==> src/rtl/perm_pkg.sv <==
package perm_pkg;
  typedef enum logic [1:0] {
    ACC_READ  = 2'b00,
    ACC_WRITE = 2'b01,
    ACC_FETCH = 2'b10,
    ACC_ALT   = 2'b11
  } acc_e;

  typedef enum logic [1:0] {
    WF_NONE   = 2'b00,
    WF_ABSENT = 2'b01,
    WF_RSVD   = 2'b10,
    WF_SPARE  = 2'b11
  } walk_e;

  localparam int EC_PROT  = 0;
  localparam int EC_WR    = 1;
  localparam int EC_USER  = 2;
  localparam int EC_RSVD  = 3;
  localparam int EC_FETCH = 4;
  localparam int EC_KEY   = 5;
  localparam int EC_USED  = 6;

  typedef struct packed {
    logic r;
    logic w;
    logic x;
  } rwx_t;
endpackage

==> src/rtl/perm_grant.sv <==
module perm_grant
  import perm_pkg::*;
(
  input  logic pte_user_i,
  input  logic pte_write_i,
  input  logic pte_nx_i,
  input  logic user_mode_i,
  input  logic sup_prevent_i,
  input  logic wp_i,
  input  logic smep_i,
  output rwx_t base_o
);
  always_comb begin
    base_o.r = !(sup_prevent_i && pte_user_i);
    base_o.w = base_o.r && (pte_write_i || (!user_mode_i && !wp_i));
    base_o.x = !pte_nx_i && (user_mode_i || !(smep_i && pte_user_i));
  end
endmodule

==> src/rtl/perm_key.sv <==
module perm_key
  import perm_pkg::*;
#(
  parameter int KEY_W = 4,
  localparam int RIGHTS_W = 2 << KEY_W
) (
  input  logic [KEY_W-1:0]    key_i,
  input  logic [RIGHTS_W-1:0] rights_i,
  input  logic                pke_i,
  input  logic                long_i,
  input  logic                pte_user_i,
  input  logic                user_mode_i,
  input  logic                wp_i,
  output rwx_t                mask_o
);
  logic active, acc_dis, wr_dis;

  assign active  = pke_i && long_i && pte_user_i && (|rights_i);
  assign acc_dis = rights_i[{key_i, 1'b0}];
  assign wr_dis  = rights_i[{key_i, 1'b1}];

  always_comb begin
    mask_o.r = !(active && acc_dis);
    mask_o.w = !(active && (acc_dis || (wr_dis && (user_mode_i || wp_i))));
    mask_o.x = 1'b1;
  end
endmodule

==> src/rtl/perm_errcode.sv <==
module perm_errcode
  import perm_pkg::*;
#(
  parameter int EC_W = 32
) (
  input  logic [1:0]      walk_i,
  input  logic [1:0]      access_i,
  input  logic            nx_rsvd_i,
  input  logic            pte_user_i,
  input  logic            user_mode_i,
  input  rwx_t            base_i,
  input  rwx_t            mask_i,
  input  logic            nxe_i,
  input  logic            pae_i,
  input  logic            smep_i,
  output logic            fault_o,
  output logic [EC_W-1:0] ec_o
);
  logic absent, rsvd, is_wr, is_fetch;
  logic base_req, key_req, user_flt, key_deny, prot;

  assign absent   = (walk_i == WF_ABSENT);
  assign rsvd     = !absent && ((walk_i == WF_RSVD) || nx_rsvd_i);
  assign is_wr    = (access_i == ACC_WRITE);
  assign is_fetch = (access_i == ACC_FETCH);

  always_comb begin
    if (is_wr) begin
      base_req = base_i.w;
      key_req  = mask_i.w;
    end else if (is_fetch) begin
      base_req = base_i.x;
      key_req  = mask_i.x;
    end else begin
      base_req = base_i.r;
      key_req  = mask_i.r;
    end
  end

  assign user_flt = user_mode_i && !pte_user_i;
  assign key_deny = !user_flt && !key_req;
  assign prot     = user_flt || key_deny || !base_req;
  assign fault_o  = absent || rsvd || prot;

  always_comb begin
    ec_o = '0;
    if (fault_o) begin
      ec_o[EC_PROT]  = !absent;
      ec_o[EC_WR]    = is_wr;
      ec_o[EC_USER]  = user_mode_i;
      ec_o[EC_RSVD]  = rsvd;
      ec_o[EC_FETCH] = is_fetch && ((nxe_i && pae_i) || smep_i);
      ec_o[EC_KEY]   = !absent && !rsvd && key_deny;
    end
  end
endmodule

==> src/rtl/perm_check.sv <==
module perm_check
  import perm_pkg::*;
#(
  parameter int KEY_W = 4,
  parameter int EC_W  = 32,
  localparam int RIGHTS_W = 2 << KEY_W
) (
  input  logic                clk_i,
  input  logic                rst_ni,
  input  logic                req_valid_i,
  input  logic                pte_user_i,
  input  logic                pte_write_i,
  input  logic                pte_nx_i,
  input  logic [KEY_W-1:0]    pte_key_i,
  input  logic [1:0]          access_i,
  input  logic                user_mode_i,
  input  logic                sup_prevent_i,
  input  logic                ctl_wp_i,
  input  logic                ctl_smep_i,
  input  logic                ctl_pke_i,
  input  logic                ctl_nxe_i,
  input  logic                ctl_pae_i,
  input  logic                ctl_long_i,
  input  logic [RIGHTS_W-1:0] key_rights_i,
  input  logic [1:0]          walk_fault_i,
  output logic                rsp_valid_o,
  output logic                grant_r_o,
  output logic                grant_w_o,
  output logic                grant_x_o,
  output logic                fault_o,
  output logic [EC_W-1:0]     err_code_o
);
  rwx_t            base, mask, eff;
  logic            nx_rsvd, flt;
  logic [EC_W-1:0] ec;

  // no-execute bit is reserved when the feature is off
  assign nx_rsvd = pte_nx_i && !ctl_nxe_i;

  perm_grant u_grant (
    .pte_user_i    (pte_user_i),
    .pte_write_i   (pte_write_i),
    .pte_nx_i      (pte_nx_i),
    .user_mode_i   (user_mode_i),
    .sup_prevent_i (sup_prevent_i),
    .wp_i          (ctl_wp_i),
    .smep_i        (ctl_smep_i),
    .base_o        (base)
  );

  perm_key #(.KEY_W(KEY_W)) u_key (
    .key_i       (pte_key_i),
    .rights_i    (key_rights_i),
    .pke_i       (ctl_pke_i),
    .long_i      (ctl_long_i),
    .pte_user_i  (pte_user_i),
    .user_mode_i (user_mode_i),
    .wp_i        (ctl_wp_i),
    .mask_o      (mask)
  );

  perm_errcode #(.EC_W(EC_W)) u_ec (
    .walk_i      (walk_fault_i),
    .access_i    (access_i),
    .nx_rsvd_i   (nx_rsvd),
    .pte_user_i  (pte_user_i),
    .user_mode_i (user_mode_i),
    .base_i      (base),
    .mask_i      (mask),
    .nxe_i       (ctl_nxe_i),
    .pae_i       (ctl_pae_i),
    .smep_i      (ctl_smep_i),
    .fault_o     (flt),
    .ec_o        (ec)
  );

  assign eff = flt ? rwx_t'('0) : (base & mask);

  always_ff @(posedge clk_i or negedge rst_ni) begin
    if (!rst_ni) begin
      rsp_valid_o <= 1'b0;
      grant_r_o   <= 1'b0;
      grant_w_o   <= 1'b0;
      grant_x_o   <= 1'b0;
      fault_o     <= 1'b0;
      err_code_o  <= '0;
    end else begin
      rsp_valid_o <= req_valid_i;
      if (req_valid_i) begin
        grant_r_o  <= eff.r;
        grant_w_o  <= eff.w;
        grant_x_o  <= eff.x;
        fault_o    <= flt;
        err_code_o <= ec;
      end
    end
  end
endmodule

==> config.mk <==
export PLATFORM = sky130hd
export DESIGN_NAME = perm_check
export DESIGN_NICKNAME = d
export VERILOG_FILES = /design/src/rtl/perm_pkg.sv /design/src/rtl/perm_grant.sv /design/src/rtl/perm_key.sv /design/src/rtl/perm_errcode.sv /design/src/rtl/perm_check.sv
export SDC_FILE = /design/constraint.sdc
export NUM_CORES = 1
export LEC_CHECK = 0
export BUFFER_PORTS_ARGS = -buffer_cell sky130_fd_sc_hd__buf_2
export CAP_MARGIN = 20
export CORE_UTILIZATION = 35
export DETAILED_ROUTE_END_ITERATION = 10
export GPL_ROUTABILITY_DRIVEN = 0
export PLACE_DENSITY = 0.72
export SLEW_MARGIN = 20
export SYNTH_ARGS = -nofsm -noshare
export SYNTH_HDL_FRONTEND = slang
export SYNTH_SLANG_ARGS = --single-unit
export TNS_END_PERCENT = 1
==> constraint.sdc <==
create_clock -name clk_i -period 1.6 [get_ports clk_i]
set_input_delay 0.08 -clock clk_i [delete_from_list [all_inputs] [get_ports clk_i]]
set_output_delay 0.08 -clock clk_i [all_outputs]
set_load 0.01 [all_outputs]
==> impl_results.md, run 1 <==
- Number of cell rows: 20
- Hold Path End: rsp_valid_o
- Final worst-path cycle share: 96.95%
- DP Worst Slack: -0.2545 ns
- Max cap viols: 0
- Net Sw Power: 283.2 uW
- Area occupied by multi-input gates: 754.5 sq um
- Leak pwr: 0.0007845 uW
- Design Power: 841.2 uW
- Detailed placement HPWL: 2624 um
- Core Region: 0.003128 sq mm
- Share of cells above drive strength 1: 45.55%
- Kind of end point of the critical path: flop
- DRT antenna net count: 0
- Unrepaired setup endpoints after global routing: no
- Warnings, synthesis: 0
- Flops & latches, synth: 11
- Top cells by count, synth: buf_4 (26), dfrtp_1 (11), nor4_1 (9)
- Placed Cells incl. Taps: 230
- Pre-Repair DR Iteration Count: 4
- Tot GR Track Use: 16.23%
- Clock root cell: clkbuf_4
- Clk_skew: 0 ns
- Setup tns final: 0 ns
- Area delta synth->final: 31.04%
- Antenna diodes: 0
- Critical path buffers and inverters: 1
- Clock latency on the worst-skew pair: 0.28 ns
- CTS tree: yes
- CP Data Required Time: 1.82 ns
- # H-tree levels: 1
- Reg power frac: 37.4%
- Non-filler cells, final: 235
- Shortest period the worst path allows: 1.551 ns
- RR Startpoint: err_code_o[2]
- Die Span Y: 60.09 um
- Mapped cell area: 0.001181 sq mm
- Initial core utilization: 37.76%
- Cells after synthesis: 115
- I/O Buffers: 64
- Biggest area consumer among synthesized cells: dfrtp_1
- Die X: 60.09 um
- Final Hold Viols: 0
- DIE AREA: 0.003611 sq mm
- Depth of the worst register-to-register path: 2
- Startpoint Class: primary input
- Clock-pin transition on the worst setup and hold timing paths: 0.07 ns
- Post-synth ARST share: 100.0%
- Seq/Total Area, Yosys: 23.31%
- Internal power: 558.0 uW
- Combinational fraction of design power: 39.5%
- Most used DFF post-synth: dfrtp_1
- Initial antenna violation count: 0
- Grt ovf: 0
- DR vias: 1,178
- Sw frac: 33.67%
- DR iter-0 viols: 73
- Synth cell types: 38
- Routed length on met2: 1484 um
- Post-route worst setup slack: 0.04887 ns
- WHS Path Cells: 1
- VDD IR max: 0.5170 mV
- Peak Freq: 644.7 MHz
- Yosys top cell area share: 23.31%
- Cell family with most CP delay: multiplexers
- R2r setup slk: 0.89 ns
- Wire per inst: 12.93 um
- DR top layer: met4
- Largest net degree at the start of global routing: 12
- Reg-to-Reg End: err_code_o[2]
- I/O pins: 91
- Register area: 275.3 sq um
- Routed wire length: 3039 um
- WL met1: 1170 um
- Largest buffer count on any clock path: 2
- Vias in the first global route: 1,092
- Clock Sinks: 11
- Syn Area/Cell: 10.27 sq um
- # setup viols final: 0
- Most frequent cell after synthesis: buf_4
- Clock network power share: 23.1%
- Detail Route met3 WL: 336 um
- DR vias/cell: 5.013
- Min-delay src: req_valid_i
- Final net count: 246
- CP max FO: 6
- Post-CTS Setup Repair Bufs: 0
- Max-slew violations: 0
- DRC: 0
- First-pass GRT wire length: 4333 um
- Filler cells: 314
- Post-synth EDFFs: 0
- Critical path class: in -> reg
- Arrival time worst endpoint: 1.77 ns
- CP Cell Sequence: buf_2 > mux4_1 > mux2_2 > mux2i_4 > o41a_2 > a32o_1
- Worst path depth: 6
- Status: finished, final reports clean
- Max incr delay on CP: 0.60 ns
- Hold Path Class: in -> reg
- Power Density: 543.5 mW/mm^2
- Critical path's slowest cell: mux4_1
- Most area-consuming cells after synthesis: dfrtp_1 (23%), mux4_1 (18%), buf_4 (17%), nor4_1 (4.8%), mux2i_1 (3.4%)
- Cts bufs inserted: 3
## cells in the final DEF, fill, tap and decap left out, types with 2 or more instances in the layout
cell       instances
a21oi_1            7
buf_2             64
buf_4             12
clkbuf_4           3
conb_1            26
dfrtp_1           11
inv_1              3
mux2_2             3
mux2i_1            4
mux4_1             7
nand2_1            3
nand2b_1           2
nand4_1            2
nor2_1             7
nor4_1             9
o2111ai_1          2
o2bb2ai_1          2
o31ai_1            2
## metrics by stage
| step | hold slack (ns) | instance area (sq um) | util, % |
|---|---|---|---|
| 4_1_cts | 0.01780 | 1548 | 49.48 |
| 3_5_place_dp | -0.03588 | 1510 | 48.28 |
| 6_report | 0.02819 | 1548 | 49.48 |
| 3_3_place_gp | -0.04578 | 1510 | 48.28 |
| 5_1_grt | 0.02120 | 1548 | 49.48 |
| 2_1_floorplan | -0.2156 | 1277 | - |
## metal layers
| metal | global-route usage [%] | vias to the layer above |
|---|---|---|
| met1 | 15.73 | 543 |
| met2 | 31.43 | 76 |
| met3 | 4.545 | 7 |
| met5 | 0 | - |
| met4 | 6.977 | 0 |
| li1 | - | 552 |
## power groups by stage
stage / registers (uW) / clock network, uW / logic, uW
after floorplan: 331 / 0 / 211
after global placement: 319 / 0 / 324
after detailed placement: 320 / 0 / 330
after CTS: 315 / 202 / 333
after global routing: 317 / 215 / 362
final: 315 / 194 / 333
## how the worst max path moves through the flow
stage / start / to / slack, ns
floorplan: pte_key_i[1] / grant_x_o / -0.04
global placement: pte_key_i[0] / grant_x_o / -0.19
detailed placement: pte_key_i[0] / grant_x_o / -0.25
CTS: pte_key_i[0] / grant_x_o / 0.04
global route: pte_key_i[0] / grant_x_o / 0.006
finish: pte_key_i[0] / grant_x_o / 0.05
## registers in the layout (all words and copies together) (netlist names)
signal and cells:
grant_w_o 1, rsp_valid_o 1, grant_x_o 1, fault_o 1
err_code_o 6, grant_r_o 1
## repair_timing
action,4_1_cts,5_1_grt
hold buffers,1,0
hold endpoints to repair,11,0
setup endpoints to repair,0,0
gates resized for setup,0,0
## cells by family (layout without fill, tap and decap cells)
logic type / count (synthesis) / after routing / synth area share [%]
compound gates: 23 / 23 / 15.36
xor+xnor: 1 / 1 / 0.7417
buf+inv: 34 / 85 / 20.44
flops: 11 / 11 / 23.30
mux: 16 / 16 / 25.95
other cells: 1 / 26 / 0.3175
simple gates: 29 / 29 / 13.88
## final cells by class
cell class              count  area share [%]
well taps                  44           3.557
multi-input cells          95           48.75
clock inverters             1          0.3234
inverters                   4          0.9701
repair buffers             77           27.16
flip-flops and latches     11           17.79
clock buffers               3           1.455
No activity file was read; power rests on OpenSTA's default activity.
==> run 2: changes to the inputs <==
--- a/config.mk
+++ b/config.mk
@@ -6,10 +6,10 @@
 export NUM_CORES = 1
 export LEC_CHECK = 0
 export BUFFER_PORTS_ARGS = -buffer_cell sky130_fd_sc_hd__buf_2
-export CAP_MARGIN = 20
 export CORE_UTILIZATION = 35
 export DETAILED_ROUTE_END_ITERATION = 10
 export GPL_ROUTABILITY_DRIVEN = 0
+export GPL_TIMING_DRIVEN = 0
 export PLACE_DENSITY = 0.72
 export SLEW_MARGIN = 20
 export SYNTH_ARGS = -nofsm -noshare
==> run 2 against run 1 <==
  * Via count up 0.76%
  * Critical path depth unchanged
  * Final area up 9.5%
  * Cell count is 7.2% higher
  * Critical path type unchanged
  * Largest power group unchanged
==> impl_results.md, run 2 (synthesis gave the netlist of run 1 again) <==
- # setup viols final: 0
- Startpoint Class: primary input
- Die Span Y: 60.09 um
- DRT antenna net count: 0
- Initial core utilization: 37.76%
- Placed Area: 0.001643 sq mm
- Max incr delay on CP: 0.44 ns
- Max cap viols: 0
- DIE AREA: 0.003611 sq mm
- Largest buffer count on any clock path: 2
- Critical path's slowest cell: a2111oi_2
- # H-tree levels: 1
- R2r setup slk: 0.89 ns
- RR Startpoint: err_code_o[5]
- CP max FO: 5
- CTS tree: yes
- Post-CTS Setup Repair Bufs: 0
- Clock latency on the worst-skew pair: 0.26 ns
- DRC: 0
- Final Cell Area: 0.001695 sq mm
- DR vias/cell: 4.710
- DR vias: 1,187
- CP Cell Sequence: buf_2 > nor2b_1 > a2111o_1 > a2111oi_2 > o41a_2 > a32o_1
- Area delta synth->final: 43.54%
- Hold Path Class: in -> reg
- I/O pins: 91
- Antenna diodes: 0
- Max-slew violations: 0
- Clock Sinks: 11
- Hold slack: 0.1497 ns
- Most common cell after layout, fill and taps aside: buf_2
- VDD IR max: 0.3804 mV
- Routed wire length: 3090 um
- I/O Buffers: 62
- Critical path class: in -> reg
- Largest net degree at the start of global routing: 12
- Vias in the first global route: 1,092
- Final net count: 263
- Initial antenna violation count: 0
- Final worst-path cycle share: 91.73%
- Min-delay src: pte_write_i
- Largest register FFs: 6
- Final Hold Viols: 0
- Grt ovf: 0
- First-pass GRT wire length: 4422 um
- Status: finished, final reports clean
- Leak pwr: 0.0008817 uW
- Clk_skew: 0 ns
- CP Data Required Time: 1.80 ns
- Most frequent cells in the layout: buf_2 (62), buf_4 (26), conb_1 (26), dfrtp_1 (11), nor4_1 (9)
- Setup tns final: 0 ns
- Most flop-heavy register: err_code_o
- Arrival time worst endpoint: 1.67 ns
- Tot GR Track Use: 16.65%
- Kind of end point of the critical path: flop
- Pre-Repair DR Iteration Count: 4
- Cts bufs inserted: 3
- Shortest period the worst path allows: 1.468 ns
- Number of cell rows: 20
- Peak Freq: 681.3 MHz
- Power Density: 509.2 mW/mm^2
- Die X: 60.09 um
- Detailed placement HPWL: 2641 um
- Core Region: 0.003128 sq mm
- Share of cells above drive strength 1: 49.04%
- Clock-pin transition on the worst setup and hold timing paths: 0.06 ns
- Crit path launch: pte_nx_i
- Wire per inst: 12.26 um
- Clock root cell: clkbuf_4
- DR iter-0 viols: 58
==> run 2: cell types whose count changed in the layout (fill, tap and decap cells not counted), sizes merged <==
cell / delta
buf: +15
clkbuf: +2
clkinv: -1
dlygate4sd3: +1
==> run 2: timing repair <==
item,in CTS,in global routing
hold endpoints to repair,12,0
hold buffers,2,0
setup endpoints to repair,5,7
resized for setup,1,1
==> run 2: power breakdown <==
part	switching, uW	internal, uW	total, uW
Sequential	12.8	302	315
Combinational	173	194	368
Clock	84.6	96.4	181
Total	271	592	863
==> run 2: worst max-delay path, delay by kind of cell <==
family	cells	cell delay (ns)
AO/OA/AOI/OAI	4	1.33
buffers and inverters	1	0.10
AND/OR/NAND/NOR	1	0.15
==> run 2: cell type report <==
class                   instances  area [sq um]
flip-flops and latches         11         275.3
inverters                       4         15.01
fillers                       287          1433
clock buffers                   4         26.28
repair buffers                 64         330.3
plain buffers                  30         232.7
multi-input cells              95         760.7
well taps                      44         55.05
==> run 2: through the flow <==
stage | util [%] | total power, uW | instances | worst slack (ns)
2_1_floorplan | - | 541.6 | 140 | -0.03687
3_3_place_gp | 52.52 | 673.8 | 246 | -0.3059
3_5_place_dp | 52.52 | 677.7 | 246 | -0.2993
4_1_cts | 54.04 | 867.4 | 252 | 0.05122
5_1_grt | 54.20 | 924.5 | 252 | -0.02040
6_report | 54.20 | 863.3 | 252 | 0.1323
==> run 2: final timing paths <==
kind / endpoint / cells past startpoint
worst max-delay path: grant_x_o / 6
worst min-delay path: grant_w_o / 3
worst max register to register: err_code_o[5] / 2
worst min register to register: grant_r_o / 1
max in group asynchronous: grant_w_o / 2
min in group asynchronous: err_code_o[3] / 2
==> run 2: routing by layer <==
metal	GRT usage, %	share of wire (%)	up-vias
met5	0	0	-
met4	6.312	0.58	0
met3	4.762	9.8	4
met2	30.95	49	64
met1	17.51	40	531
li1	-	-	588
==> run 3: changes to the inputs <==
--- a/config.mk
+++ b/config.mk
@@ -5,11 +5,12 @@
 export SDC_FILE = /design/constraint.sdc
 export NUM_CORES = 1
 export LEC_CHECK = 0
-export BUFFER_PORTS_ARGS = -buffer_cell sky130_fd_sc_hd__buf_2
+export BUFFER_PORTS_ARGS = -buffer_cell sky130_fd_sc_hd__clkbuf_2
 export CORE_UTILIZATION = 35
 export DETAILED_ROUTE_END_ITERATION = 10
-export GPL_ROUTABILITY_DRIVEN = 0
+export GPL_ROUTABILITY_DRIVEN = 1
 export GPL_TIMING_DRIVEN = 0
+export HOLD_SLACK_MARGIN = 0.08
 export PLACE_DENSITY = 0.72
 export SLEW_MARGIN = 20
 export SYNTH_ARGS = -nofsm -noshare
==> run 3 against run 2 <==
  * Maximum frequency down 3.6%
  * Hold slack worse by 0.016 ns
  * Utilization down 0.12 points
  * Final area down 0.22%
  * Worst setup slack worse by 0.055 ns
  * Critical path depth unchanged
  * Sequential share of layout area about the same
==> impl_results.md, run 3 (synthesis gave the netlist of run 1 again) <==
- Status: finished, final reports clean
- Most frequent cells in the layout: clkbuf_2 (62), buf_4 (26), conb_1 (26), dfrtp_1 (11), nor4_1 (9)
- RR Startpoint: grant_x_o
- CP Data Required Time: 1.81 ns
- Pre-Repair DR Iteration Count: 4
- Final net count: 262
- Peak Freq: 656.7 MHz
- Detailed placement HPWL: 2569 um
- Clock Sinks: 11
- Largest register FFs: 6
- Critical path's slowest cell: a2111oi_1
- Relative slew slack: 66.11%
- Arrival time worst endpoint: 1.73 ns
- Share of cells above drive strength 1: 49.76%
- Leak pwr: 0.0008897 uW
- Util after Layout: 54.08%
- Post-route worst setup slack: 0.07726 ns
- DRT antenna net count: 0
- Clock latency on the worst-skew pair: 0.27 ns
- Clock root cell: clkbuf_4
- Non-filler cells, final: 251
- Wire per inst: 12.04 um
- R2r setup slk: 0.90 ns
- VDD IR max: 0.4558 mV
- # setup viols final: 0
- Final worst-path cycle share: 95.17%
- Initial antenna violation count: 0
- First-pass GRT wire length: 4291 um
- Depth of the worst register-to-register path: 1
- Area delta synth->final: 43.22%
- # H-tree levels: 1
- CP max FO: 5
- Reg-to-Reg End: grant_x_o
- Initial core utilization: 37.76%
- Hold slack: 0.1334 ns
- Max-slew violations: 0
- DIE AREA: 0.003611 sq mm
- Antenna diodes: 0
- Vias in the first global route: 1,058
- Clock-pin transition on the worst setup and hold timing paths: 0.07 ns
- Startpoint Class: primary input
- I/O pins: 91
- Most flop-heavy register: err_code_o
- Final GP Congestion: 0.7238
- Final Hold Viols: 0
- CP Cell Sequence: clkbuf_2 > nor2b_1 > a2111o_1 > a2111oi_1 > o41a_2 > a32o_1
- Cts bufs inserted: 3
- Hold Path Class: in -> reg
- Die Span Y: 60.09 um
- DR iter-0 viols: 53
- DP Worst Slack: -0.3277 ns
- Core Region: 0.003128 sq mm
- Crit path launch: pte_nx_i
- Routed wire length: 3021 um
- DR vias: 1,210
- Shortest period the worst path allows: 1.523 ns
- Post-CTS Setup Repair Bufs: 0
- CTS tree: yes
- Kind of end point of the critical path: flop
- Number of cell rows: 20
- Placed Cells incl. Taps: 246
- Tot GR Track Use: 15.75%
- Unrepaired setup endpoints after global routing: no
- DRC: 0
- Critical path class: in -> reg
- Setup tns final: 0 ns
- DR vias/cell: 4.821
- I/O Buffers: 62
- Clk_skew: 0 ns
- Most common cell after layout, fill and taps aside: clkbuf_2
- Grt ovf: 0
- Die X: 60.09 um
- Max cap viols: 0
- Max incr delay on CP: 0.52 ns
- Power Density: 513.0 mW/mm^2
- Largest net degree at the start of global routing: 12
- Largest buffer count on any clock path: 2
- Setup crit end: grant_x_o
- Measured slew at the worst slew-check pin: 0.5071 ns
==> run 3: cell types whose count changed in the layout (fill, tap and decap cells not counted), sizes merged <==
cell,previous run,this run
clkbuf,5,65
buf,91,29
clkinvlp,0,1
==> run 3: layout make-up <==
type	count	area [sq um]
Tap cell	44	55.05
Sequential cell	11	275.3
Fill cell	302	1436
Inverter	4	18.77
Clock inverter	1	5.005
Timing Repair Buffer	64	330.3
Multi-Input combinational cell	95	755.7
Buffer	29	229.0
Clock buffer	3	22.52
==> run 3: report_power, final <==
group / leakage [uW] / total [uW] / internal (uW) / switching, uW
Clock: 0.0000177 / 189 / 92.6 / 96.0
Sequential: 0.000138 / 315 / 302 / 13.0
Combinational: 0.000734 / 364 / 193 / 171
Total: 0.000890 / 868 / 587 / 281
==> run 3: critical path, delay by kind of cell <==
kind	cells	cell delay, ns
simple gates	1	0.15
compound gates	4	1.41
buf+inv	1	0.08
==> run 3: worst min path at each step <==
stage	start	cells past startpoint	to
floorplan	rst_ni	0	err_code_o[0]
global placement	rst_ni	1	err_code_o[2]
detailed placement	rst_ni	1	err_code_o[2]
CTS	pte_write_i	3	grant_w_o
global route	req_valid_i	2	err_code_o[0]
finish	pte_write_i	3	grant_w_o
==> run 3: timing repair <==
action                                 CTS  global route
hold buffers                             2             0
endpoints found under the hold margin   12             0
gates resized for setup                  1             1
setup endpoints to repair                7             7
==> run 3: metrics by stage <==
step / power (uW) / cell area (sq um)
2_1_floorplan: 541.6 / 1277
3_3_place_gp: 674.0 / 1643
3_5_place_dp: 677.5 / 1643
4_1_cts: 875.2 / 1692
5_1_grt: 928.2 / 1692
6_report: 867.7 / 1692
==> run 3: routing by layer <==
layer / track usage (%) / part of all wire [%] / vias to the layer above
met2: 30.95 / 48 / 75
met5: 0 / 0 / -
li1: - / - / 585
met4: 3.987 / 0.83 / 0
met3: 3.680 / 11 / 4
met1: 16.47 / 40 / 546
